<file path="src/rtl/tmr_pkg.sv">
package tmr_pkg;

    localparam int CNT_W   = 16;
    localparam int ADDR_W  = 8;
    localparam int BYTE_W  = 8;
    localparam int NCH     = 2;
    localparam int RUN_BIT = 7;
    localparam int CH_EN_BIT = 0;

    localparam logic [ADDR_W-1:0] OFF_CTL_HI = 8'h84;
    localparam logic [ADDR_W-1:0] OFF_CTL_LO = 8'h85;
    localparam logic [ADDR_W-1:0] OFF_COUNT  = 8'hA4;
    localparam logic [ADDR_W-1:0] OFF_CHCTL0 = 8'hB4;
    localparam logic [ADDR_W-1:0] OFF_CMP0   = 8'hC4;
    localparam logic [ADDR_W-1:0] CMP_STRIDE = 8'h10;

    typedef struct packed {
        logic [BYTE_W-1:0]                   ctl_hi;
        logic [BYTE_W-1:0]                   ctl_lo;
        logic [NCH-1:0][BYTE_W-1:0]          ch_ctl;
        logic [NCH-1:0][CNT_W-1:0]           ch_cmp;
    } tmr_cfg_t;

    function automatic logic [ADDR_W-1:0] chctl_offset(input int ch);
        return OFF_CHCTL0 + ADDR_W'(ch);
    endfunction

    function automatic logic [ADDR_W-1:0] cmp_offset(input int ch);
        return OFF_CMP0 + ADDR_W'(ch) * CMP_STRIDE;
    endfunction

    function automatic logic [CNT_W-1:0] zext_byte(input logic [BYTE_W-1:0] b);
        return {{(CNT_W-BYTE_W){1'b0}}, b};
    endfunction

endpackage

</file>
<file path="src/rtl/tmr_regfile.sv">
module tmr_regfile
    import tmr_pkg::*;
(
    input  logic              clk,
    input  logic              rst,
    input  logic              wr,
    input  logic [ADDR_W-1:0] addr,
    input  logic              half,
    input  logic [CNT_W-1:0]  wdata,
    input  logic [CNT_W-1:0]  count,
    output logic [CNT_W-1:0]  rdata,
    output tmr_cfg_t          cfg
);

    logic ctl_hi_hit, ctl_lo_hit, ctl_lo_read;

    assign ctl_hi_hit  = (addr == OFF_CTL_HI);
    assign ctl_lo_hit  = (addr == OFF_CTL_LO) && !half;
    assign ctl_lo_read = ctl_lo_hit || (ctl_hi_hit && half);

    always_ff @(posedge clk) begin
        if (rst) begin
            cfg.ctl_hi <= '0;
            cfg.ctl_lo <= '0;
        end else if (wr) begin
            if (ctl_hi_hit && half) begin
                cfg.ctl_hi <= wdata[CNT_W-1:BYTE_W];
                cfg.ctl_lo <= wdata[BYTE_W-1:0];
            end else if (ctl_hi_hit) begin
                cfg.ctl_hi <= wdata[BYTE_W-1:0];
            end else if (ctl_lo_hit) begin
                cfg.ctl_lo <= wdata[BYTE_W-1:0];
            end
        end
    end

    for (genvar ch = 0; ch < NCH; ch++) begin : g_ch_regs
        logic chctl_hit, cmp_hit;
        assign chctl_hit = (addr == chctl_offset(ch)) && !half;
        assign cmp_hit   = (addr == cmp_offset(ch));

        always_ff @(posedge clk) begin
            if (rst) begin
                cfg.ch_ctl[ch] <= '0;
                cfg.ch_cmp[ch] <= '0;
            end else if (wr) begin
                if (chctl_hit)
                    cfg.ch_ctl[ch] <= wdata[BYTE_W-1:0];
                if (cmp_hit && half)
                    cfg.ch_cmp[ch] <= wdata;
                else if (cmp_hit)
                    cfg.ch_cmp[ch][BYTE_W-1:0] <= wdata[BYTE_W-1:0];
            end
        end
    end

    always_comb begin
        rdata = '0;
        if (ctl_hi_hit && half)
            rdata = {cfg.ctl_hi, cfg.ctl_lo};
        else if (ctl_hi_hit)
            rdata = zext_byte(cfg.ctl_hi);
        else if (ctl_lo_read)
            rdata = zext_byte(cfg.ctl_lo);
        else if (addr == OFF_COUNT)
            rdata = half ? count : zext_byte(count[BYTE_W-1:0]);
        for (int ch = 0; ch < NCH; ch++) begin
            if (addr == chctl_offset(ch) && !half)
                rdata = zext_byte(cfg.ch_ctl[ch]);
            if (addr == cmp_offset(ch))
                rdata = half ? cfg.ch_cmp[ch] : zext_byte(cfg.ch_cmp[ch][BYTE_W-1:0]);
        end
    end

endmodule

</file>
<file path="src/rtl/tmr_counter.sv">
module tmr_counter
    import tmr_pkg::*;
(
    input  logic             clk,
    input  logic             rst,
    input  logic             run,
    output logic [CNT_W-1:0] count,
    output logic [CNT_W-1:0] count_vis,
    output logic             wrap
);

    always_ff @(posedge clk) begin
        if (rst || !run)
            count <= '0;
        else
            count <= count + 1'b1;
    end

    assign count_vis = run ? count : '0;
    assign wrap      = run && (count == {CNT_W{1'b1}});

endmodule

</file>
<file path="src/rtl/tmr_match.sv">
module tmr_match
    import tmr_pkg::*;
(
    input  logic             run,
    input  logic             enable,
    input  logic [CNT_W-1:0] count,
    input  logic [CNT_W-1:0] cmp,
    output logic             hit
);

    assign hit = run && enable && (count == cmp);

endmodule

</file>
<file path="src/rtl/up_cmp_timer.sv">
module up_cmp_timer
    import tmr_pkg::*;
(
    input  logic              clk,
    input  logic              rst,
    input  logic              bus_wr,
    input  logic [ADDR_W-1:0] bus_addr,
    input  logic              bus_half,
    input  logic [CNT_W-1:0]  bus_wdata,
    output logic [CNT_W-1:0]  bus_rdata,
    output logic              wrap_evt,
    output logic              match_a_evt,
    output logic              match_b_evt
);

    tmr_cfg_t         cfg;
    logic [CNT_W-1:0] cnt_q;
    logic [CNT_W-1:0] cnt_vis;
    logic             run;
    logic [NCH-1:0]   hits;

    assign run = cfg.ctl_hi[RUN_BIT];

    tmr_regfile u_regs (
        .clk   (clk),
        .rst   (rst),
        .wr    (bus_wr),
        .addr  (bus_addr),
        .half  (bus_half),
        .wdata (bus_wdata),
        .count (cnt_vis),
        .rdata (bus_rdata),
        .cfg   (cfg)
    );

    tmr_counter u_cnt (
        .clk       (clk),
        .rst       (rst),
        .run       (run),
        .count     (cnt_q),
        .count_vis (cnt_vis),
        .wrap      (wrap_evt)
    );

    for (genvar ch = 0; ch < NCH; ch++) begin : g_match
        tmr_match u_match (
            .run    (run),
            .enable (cfg.ch_ctl[ch][CH_EN_BIT]),
            .count  (cnt_q),
            .cmp    (cfg.ch_cmp[ch]),
            .hit    (hits[ch])
        );
    end

    assign match_a_evt = hits[0];
    assign match_b_evt = hits[1];

endmodule

</file>
<file path="config.mk">
export PLATFORM = sky130hd
export DESIGN_NAME = up_cmp_timer
export DESIGN_NICKNAME = d
export VERILOG_FILES = /design/src/rtl/tmr_pkg.sv /design/src/rtl/tmr_regfile.sv /design/src/rtl/tmr_counter.sv /design/src/rtl/tmr_match.sv /design/src/rtl/up_cmp_timer.sv
export SDC_FILE = /design/constraint.sdc
export NUM_CORES = 1
export LEC_CHECK = 0
export CAP_MARGIN = 20
export CORE_ASPECT_RATIO = 0.75
export CORE_UTILIZATION = 60
export DETAILED_ROUTE_END_ITERATION = 7
export HOLD_SLACK_MARGIN = 0.05
export PLACE_DENSITY = 0.89
export SYNTH_ARGS = -nofsm -noshare
export SYNTH_HDL_FRONTEND = slang
export SYNTH_HIERARCHICAL = 1
export SYNTH_SLANG_ARGS = --single-unit
</file>
<file path="constraint.sdc">
create_clock -name clk -period 3.4 [get_ports clk]
set_input_delay 0.51 -clock clk [delete_from_list [all_inputs] [get_ports clk]]
set_output_delay 0.51 -clock clk [all_outputs]
set_load 0.02 [all_outputs]
</file>
==> impl_metrics.tcl, run 1 <==
set metrics [dict create \
    combPwrFrac_pct 8.3 \
    dieArea_sq_um 8337 \
    synthFlopType "dfxtp_1" \
    min-delay-start "u_regs/cfg[0]$_SDFFE_PP0P_" \
    die_x_um 105.1 \
    ys_ff_latch 80 \
    ir_drop_mv 0.2873 \
    ys_warn_count 6 \
    vias 4475 \
    seqPwrFrac_pct 51.9 \
    ctsHtreeMaxLevel 3 \
    gr-usage-all-layers_pct 35.95 \
    placed_area_sq_um 5341 \
    synth_cell_types 53 \
    seq_area_frac_synth_pct 33.48 \
    fin_crit_sh_pct 97.92 \
    syn_nets 567 \
    fin_nets 611 \
    drt_wl_total_um 14340 \
    clock-sinks 80 \
    post-cts-setup-buffer-count 0 \
    place_inst 672 \
    globalRouteOverflowTotal 0 \
    worstRegToRegCells 3 \
    rows 27 \
    p_switching_mw 0.4386 \
    cts-buffers-inserted 9 \
    drv_slew 0 \
    wire_per_inst_um 20.87 \
    io_pins 47 \
    path_class "in2out" \
    worst_pin_slew_ps 732.9 \
    p_per_area_nw_per_um2 324.5 \
    arrival_ps 2820 \
    drive_gt1_share_pct 14.02 \
    hp-class "reg2reg" \
    netlist.area_leader.share_pct 33.48 \
    clkPwrFrac_pct 39.8 \
    grt_pass1_vias 4176 \
    syn2layout_area_growth_pct 16.40 \
    drt-initial-drc-count 452 \
    r2r-start "u_cnt/count[3]$_SDFF_PP0_" \
    synth_area_per_cell_sq_um 8.891 \
    path_max_fanout 20 \
    critPathRequiredTime_ps 2890 \
    status "finished, final reports clean" \
    instances_no_fill 687 \
    routabilityCongestion 0.9524 \
    synth.cell_area_sq_um 4783 \
    final_cell_area_sq_um 5568 \
    antenna_found_initial 1 \
    syn-instance-count 538 \
    hold_depth 2 \
    synth_commonest_cells "dfxtp_1, mux2i_1, nor2_1" \
    r2r_slack_ps 1510 \
    routed_via_density 6.514 \
    numPortBuffers 46 \
    synth_area_leaders "dfxtp_1, mux2i_1, xnor2_1, nor2_1, a21oi_1" \
    async_flop_share_pct 0 \
    drcViolationCount 0 \
    setup_viol 0 \
    insertion_delay_ps 360 \
    synth.most_common_cell "dfxtp_1" \
    cts-root-buf "clkbuf_8" \
    rsz0062_at_grt "no" \
    cts_tree "built" \
    finalWorstPathRequiredPeriod_ps 3329 \
    finalClockSkew_ps 4.068 \
    rr_endpoint "u_cnt/count[14]$_SDFF_PP0_" \
    place_hpwl_um 10290 \
    grt_max_degree 41 \
    max_freq_mhz 300.4 \
    max_cap_violations 0 \
    fp.dieH_um 79.33 \
    p_int_mw 1.368 \
    min_to "u_regs/cfg[0]$_SDFFE_PP0P_" \
    leakage_nw 2.273 \
    start_util_pct 63.49 \
    cts_max_path_buffers 2 \
    dr.pass1.iters 5 \
    worstSetupEndpointType "primary output" \
    antenna_left 0 \
    relSlewSlack_pct 50.69 \
    p_sw_share_pct 24.28 \
    clk_pin_slew_worst_paths_ps 80 \
    grt_pass1_wl_um 22490 \
    core_area_sq_um 7533 \
    synth.largest_area_cell "dfxtp_1" \
    hold_violations 0 \
    critPathLaunchType "input port" \
    cts_hold_buf 0 \
    synth_edf_count 0 \
]
[power by group through the flow]
stage          logic [mW]  clock network [mW]  registers, mW
2_1_floorplan      0.0668                   0          0.959
5_1_grt             0.156               0.758          0.938
3_3_place_gp        0.142                   0          0.960
4_1_cts             0.146               0.719          0.937
6_report            0.149               0.720          0.937
3_5_place_dp        0.145                   0          0.960
[per-layer routing]
layer | track usage (%) | share of wire, %
met3 | 10.18 | 12
met5 | 0 | 0
met2 | 54.77 | 43
met4 | 9.718 | 1.8
met1 | 49.70 | 43
[stage by stage]
stage                     power [mW]  utilization (%)  hold WS (ps)  setup slack, ps  setup TNS (ps)
after floorplan                1.026                -         454.1            997.4               0
after global placement         1.102            70.90         468.4            33.22               0
final                          1.807            73.91         490.4            70.85               0
after CTS                      1.802            73.49         484.4            5.800               0
after detailed placement       1.105            70.90         473.5           -23.98          -23.98
after global routing           1.851            73.87         501.8            19.90               0
[flip-flops by register name, summed over array words and instances (netlist names)]
name	flops
u_cnt/count	16
u_regs/cfg	64
[repair_timing]
action                     in CTS  in global routing
gates resized for setup         3                 13
setup endpoints to repair       3                 16
pin swaps                       0                  0
[critical path, cell delays in order]
cell and delay [ps]:
clkdlybuf4s50_1 560, buf_4 310, mux2_2 370, a222oi_1 420, nor2b_1 80, clkdlybuf4s50_1 550
[layout make-up]
class                      instances  area, sq um
inverter                          11        41.29
clock buffer                      11        151.4
clock inverter                     3        42.54
tap                              101        126.4
antenna                            1        2.502
timing repair buffer              70        666.9
multi-input combinational        410         2934
sequential                        80         1603
fill                             575         1966
[cells by family (layout without fill, tap and decap cells)]
| logic type | after synthesis | in the layout | synth area share (%) |
|---|---|---|---|
| mux | 63 | 63 | 13.50 |
| other cells | 0 | 1 | 0 |
| simple gates | 202 | 202 | 24.75 |
| buf+inv | 48 | 95 | 5.545 |
| flops | 80 | 80 | 33.48 |
| fa+ha+maj | 1 | 1 | 0.2615 |
| xor+xnor | 36 | 36 | 6.592 |
| compound gates | 108 | 108 | 15.88 |
[layout by cell type, fill, tap and decap left out, drive strengths merged, types with 2 or more instances in the layout]
master / Yosys / routed
nor2: 52 / 52
o211ai: 8 / 8
a22oi: 20 / 20
a21boi: 4 / 4
nand3: 19 / 19
o21ai: 9 / 9
xor2: 8 / 8
mux2: 12 / 12
nor4b: 2 / 2
nand2b: 4 / 4
nand4: 25 / 25
clkbuf: 13 / 11
o22ai: 7 / 7
nor2b: 13 / 13
nor3b: 3 / 3
o21a: 3 / 3
xnor2: 28 / 28
dfxtp: 80 / 80
clkdlybuf4s50: 0 / 33
a211oi: 10 / 10
o31ai: 5 / 5
a21oi: 30 / 30
mux2i: 51 / 51
or4: 7 / 7
nor4: 5 / 5
and3: 6 / 6
nor4bb: 3 / 3
buf: 24 / 26
o2111a: 4 / 4
inv: 11 / 11
nand2: 36 / 36
and2: 22 / 22
a222oi: 4 / 4
o211a: 3 / 3
dlymetal6s2s: 0 / 10
or3: 2 / 2
[how the worst max path moves through the flow]
stage                startpoint       endpoint  slack [ps]  cells past startpoint
global placement    bus_addr[3]  bus_rdata[12]          30                      7
global route        bus_addr[4]  bus_rdata[14]          20                      6
finish              bus_addr[4]  bus_rdata[15]          70                      6
CTS                 bus_addr[3]   bus_rdata[5]           6                      7
detailed placement  bus_addr[6]  bus_rdata[12]         -20                      7
floorplan           bus_addr[0]  bus_rdata[10]        1000                      7
Power figures use the tool's default switching activity.
==> run 2: changes to the inputs <==
Settings changed: GPL_ROUTABILITY_DRIVEN set to 0.
==> impl_metrics.tcl, run 2 (same netlist as run 1, synthesis figures left out) <==
set metrics [dict create \
    routed_via_density 6.762 \
    grt_pass1_wl_um 23580 \
    status "finished, final reports clean" \
    insertion_delay_ps 370 \
    rows 27 \
    antenna_left 0 \
    path_class "in2out" \
    numPortBuffers 46 \
    drcViolationCount 0 \
    cts_tree "built" \
    dp_slack_ps -71.17 \
    antenna_found_initial 0 \
    ir_drop_mv 0.2810 \
    grt_pass1_vias 4416 \
    syn2layout_area_growth_pct 16.24 \
    p_per_area_nw_per_um2 326.0 \
    start_util_pct 63.49 \
    crit_path_frequent_cell "clkdlybuf4s50_1" \
    place_hpwl_um 10250 \
    ctsHtreeMaxLevel 3 \
    crit_chain "clkdlybuf4s50_1 > nor4bb_2 > buf_4 > and2_2 > a22oi_1 > a21boi_0 > clkdlybuf4s50_1" \
    crit_cells 7 \
    finalClockSkew_ps 5.244 \
    fp.dieH_um 79.33 \
    grt_max_degree 38 \
    cts_max_path_buffers 2 \
    cpLargestDelayFamily "buffers and inverters" \
    worst_pin_slew_ps 740.3 \
    setup_viol 0 \
    rsz0062_at_grt "no" \
    timing.hold.ws_ps 482.9 \
    largest_register_ffs 64 \
    worstSetupEndpointType "primary output" \
    wire_per_inst_um 21.62 \
    critPathRequiredTime_ps 2890 \
    drt-initial-drc-count 674 \
    r2r_slack_ps 1530 \
    io_pins 47 \
    path_max_fanout 8 \
    gr-usage-all-layers_pct 37.07 \
    vias 4666 \
    setup_tns_ps 0 \
    arrival_ps 2800 \
    cts-buffers-inserted 9 \
    drive_gt1_share_pct 14.26 \
    max_freq_mhz 301.8 \
    mostFrequentLayoutCells "dfxtp_1, mux2i_1, nor2_1, nand2_1, clkdlybuf4s50_1" \
    worstRegToRegCells 4 \
    fin_crit_sh_pct 97.46 \
    dieArea_sq_um 8337 \
    final_common_cell "dfxtp_1" \
    core_area_sq_um 7533 \
    finalWorstPathRequiredPeriod_ps 3314 \
    drv_slew 0 \
    leakage_nw 2.162 \
    max_cap_violations 0 \
    hold_depth 2 \
    die_x_um 105.1 \
    hold_violations 0 \
    crit_buf_inv 3 \
    power.total_mw 1.812 \
    hp-class "reg2reg" \
    fin_ws_ps 86.44 \
    post-route-util_pct 73.81 \
    clock-sinks 80 \
    critPathLaunchType "input port" \
    globalRouteOverflowTotal 0 \
    relSlewSlack_pct 50.65 \
    crit_path_max_incr_delay_ps 630 \
    fin_nets 613 \
    crit_slowest_cell "clkdlybuf4s50_1" \
    regMostFlops "u_regs/cfg" \
    post-cts-setup-buffer-count 0 \
    num_antenna_cells 0 \
    clk_pin_slew_worst_paths_ps 90 \
    drt_wl_total_um 14920 \
    cts-root-buf "clkbuf_8" \
    dr.pass1.iters 6 \
    top_regs "u_regs/cfg (64), u_cnt/count (16)" \
]
==> run 2: cell types whose count changed in the layout (fill, tap and decap cells not counted), sizes merged <==
| cell | delta |
|---|---|
| buf | +2 |
| clkinvlp | +1 |
| dlymetal6s2s | -8 |
| inv | +2 |
| diode | -1 |
| clkdlybuf4s50 | +1 |
| clkbuf | -1 |
| dlygate4sd2 | +7 |
==> run 2: path summary, 6_finish.rpt <==
| check | start | end |
|---|---|---|
| max reg2reg | u_cnt/count[1]$_SDFF_PP0_ | u_cnt/count[14]$_SDFF_PP0_ |
| min reg2reg | u_regs/cfg[0]$_SDFFE_PP0P_ | u_regs/cfg[0]$_SDFFE_PP0P_ |
| max | bus_addr[6] | bus_rdata[9] |
| min | u_regs/cfg[0]$_SDFFE_PP0P_ | u_regs/cfg[0]$_SDFFE_PP0P_ |
==> run 2: layer usage <==
metal	track usage [%]	share of wire [%]
met1	48.45	40
met2	56.69	44
met3	11.74	14
met4	14.65	2.8
met5	2.597	0
==> run 2: stage by stage <==
step                instance area, sq um  instances
floorplan                           4783        538
global placement                    5356        674
detailed placement                  5356        674
CTS                                 5545        690
global route                        5560        690
finish                              5560        690
==> run 2: power by group <==
| group | internal (mW) | leakage (nW) | switching [mW] | total [mW] |
|---|---|---|---|---|
| Sequential | 0.937 | 0.644 | 0.000821 | 0.938 |
| Clock | 0.343 | 0.0933 | 0.380 | 0.723 |
| Combinational | 0.0616 | 1.42 | 0.0901 | 0.152 |
| Total | 1.34 | 2.16 | 0.471 | 1.81 |
==> run 2: cell type report <==
type / count / area, sq um
Clock buffer: 10 / 127.6
Inverter: 11 / 41.29
Multi-Input combinational cell: 410 / 2939
Timing Repair Buffer: 72 / 656.9
Clock inverter: 6 / 67.56
Tap cell: 101 / 126.4
Sequential cell: 80 / 1602
Fill cell: 536 / 1973
==> run 2: tightest hold or removal path, delay by kind of cell, from the launching register on <==
kind	cells	cell delay (ps)
flip-flops	1	330
AO/OA/AOI/OAI	1	50
AND/OR/NAND/NOR	1	60
==> run 2: timing repair <==
| action | 4_1_cts | 5_1_grt |
|---|---|---|
| hold buffers | 0 | 0 |
| endpoints found under the hold margin | 0 | 0 |
| endpoints found under the setup margin | 13 | 4 |
| gates resized for setup | 11 | 4 |
| pin swaps | 0 | 0 |
==> run 3: changes to the inputs <==
--- a/config.mk
+++ b/config.mk
@@ -9,3 +9,5 @@
 export CORE_ASPECT_RATIO = 0.75
+export CORE_MARGIN = 1.5
 export CORE_UTILIZATION = 60
+export CTS_CLUSTER_DIAMETER = 30
 export DETAILED_ROUTE_END_ITERATION = 7
==> constraint.sdc (replaced) <==
create_clock -name clk -period 3.4 [get_ports clk]
set_input_delay 0.68 -clock clk [delete_from_list [all_inputs] [get_ports clk]]
set_output_delay 0.68 -clock clk [all_outputs]
set_load 0.02 [all_outputs]
==> impl_metrics.tcl, run 3 (same netlist as run 1, synthesis figures left out) <==
set metrics [dict create \
    status "finished, final reports clean" \
    insertion_delay_ps 360 \
    grt_pass1_vias 4458 \
    drv_slew 0 \
    hold_violations 0 \
    routed_via_density 6.811 \
    fp.dieH_um 80.33 \
    die_x_um 106.1 \
    drt-initial-drc-count 636 \
    dieArea_sq_um 8522 \
    startpoint "bus_addr[4]" \
    r2r_slack_ps 1660 \
    rr_endpoint "u_cnt/count[12]$_SDFF_PP0_" \
    io_pins 47 \
    top_regs "u_regs/cfg (64), u_cnt/count (16)" \
    cts_max_path_buffers 2 \
    grt_pass1_wl_um 23270 \
    numPortBuffers 46 \
    finalWorstPathRequiredPeriod_ps 3349 \
    max_freq_mhz 298.6 \
    multiInputGateArea_sq_um 2952 \
    fin_nets 628 \
    seq_area_sq_um 1604 \
    critPathRequiredTime_ps 2720 \
    finalClockSkew_ps 7.457 \
    instances_no_fill 705 \
    setup_tns_ps 0 \
    clk_pin_slew_worst_paths_ps 90 \
    worstSetupEndpointType "primary output" \
    path_class "in2out" \
    max_cap_violations 0 \
    drcViolationCount 0 \
    relSlewSlack_pct 55.65 \
    cts-root-buf "clkbuf_8" \
    fill_cells 508 \
    globalRouteOverflowTotal 0 \
    antenna_found_initial 0 \
    antenna_left 0 \
    ctsHtreeMaxLevel 3 \
    critPathLaunchType "input port" \
    ir_drop_mv 0.2588 \
    leakage_nw 2.278 \
    p_per_area_nw_per_um2 319.5 \
    wire_per_inst_um 21.81 \
    place_inst 687 \
    fin_crit_sh_pct 98.50 \
    rows 27 \
    worst_pin_slew_ps 663.9 \
    regMostFlops "u_regs/cfg" \
    setup_viol 0 \
    place_hpwl_um 10540 \
    core_area_sq_um 7533 \
    clock-sinks 80 \
    cp-endpoint "bus_rdata[14]" \
    vias 4802 \
    drive_gt1_share_pct 18.05 \
    mostFrequentLayoutCells "dfxtp_1, mux2i_1, nor2_1, buf_4, nand2_1" \
    r2r-start "u_cnt/count[0]$_SDFF_PP0_" \
    cts_tree "built" \
    syn2layout_area_growth_pct 18.39 \
    start_util_pct 63.49 \
    dr.pass1.iters 6 \
    largest_register_ffs 64 \
    cts-buffers-inserted 9 \
    grt_max_degree 52 \
    worstRegToRegCells 4 \
    path_max_fanout 14 \
    drt_wl_total_um 15370 \
    rsz0062_at_grt "no" \
    arrival_ps 2670 \
    num_antenna_cells 0 \
    hp-class "reg2reg" \
    gr-usage-all-layers_pct 35.96 \
    final_common_cell "dfxtp_1" \
]
-- run 3: where the power goes --
group,internal (mW),total (mW),switching (mW)
Clock,0.343,0.707,0.364
Sequential,0.937,0.938,0.000863
Combinational,0.0700,0.165,0.0949
Total,1.35,1.81,0.459
-- run 3: timing repair --
action,CTS,global route
hold buffers,0,0
buffers inserted,0,2
gates resized for setup,27,26
endpoints found under the hold margin,0,0
endpoints found under the setup margin,16,15
pin swaps,0,1
-- run 3: metrics by stage --
stage / hold WS, ps / cell area [sq um] / setup slack [ps] / util (%) / total power [mW]
6_report: 487.1 / 5663 / 50.92 / 75.17 / 1.809
3_3_place_gp: 465.1 / 5466 / -265.7 / 72.56 / 1.108
3_5_place_dp: 474.8 / 5466 / -333.1 / 72.56 / 1.112
2_1_floorplan: 454.1 / 4783 / 657.4 / - / 1.026
4_1_cts: 485.5 / 5662 / 4.883 / 75.15 / 1.800
5_1_grt: 501.1 / 5663 / 4.159 / 75.17 / 1.851
-- run 3: area by class of cell --
type | count | area share (%)
inverters | 11 | 0.7291
clock buffers | 12 | 2.386
flip-flops and latches | 80 | 28.33
repair buffers | 87 | 13.26
clock inverters | 4 | 0.9501
well taps | 101 | 2.232
multi-input cells | 410 | 52.12
-- run 3: how the worst min path moves through the flow --
stage                                      from                          end  slack [ps]  cells after the start
floorplan           u_regs/cfg[11]$_SDFFE_PP0P_  u_regs/cfg[11]$_SDFFE_PP0P_         450                      2
global placement    u_regs/cfg[15]$_SDFFE_PP0P_  u_regs/cfg[15]$_SDFFE_PP0P_         470                      2
detailed placement   u_regs/cfg[9]$_SDFFE_PP0P_   u_regs/cfg[9]$_SDFFE_PP0P_         470                      2
CTS                  u_regs/cfg[9]$_SDFFE_PP0P_   u_regs/cfg[9]$_SDFFE_PP0P_         490                      2
global route         u_regs/cfg[9]$_SDFFE_PP0P_   u_regs/cfg[9]$_SDFFE_PP0P_         500                      2
finish               u_regs/cfg[9]$_SDFFE_PP0P_   u_regs/cfg[9]$_SDFFE_PP0P_         490                      2
-- run 3: critical path, stage by stage --
cell and delay [ps]:
clkdlybuf4s50_1 530, buf_4 150, buf_8 170, mux2_2 350
a222oi_1 370, nor2b_1 80, dlygate4sd2_1 320
-- run 3: routing by layer --
metal / part of all wire (%) / global-route usage [%] / wire length (um) / vias up
li1: - / - / - / 2081
met1: 39 / 46.30 / 5956 / 2233
met2: 44 / 55.55 / 6755 / 412
met3: 13 / 12.34 / 2058 / 76
met4: 3.9 / 13.78 / 604 / 0
met5: 0 / 0 / 0 / -
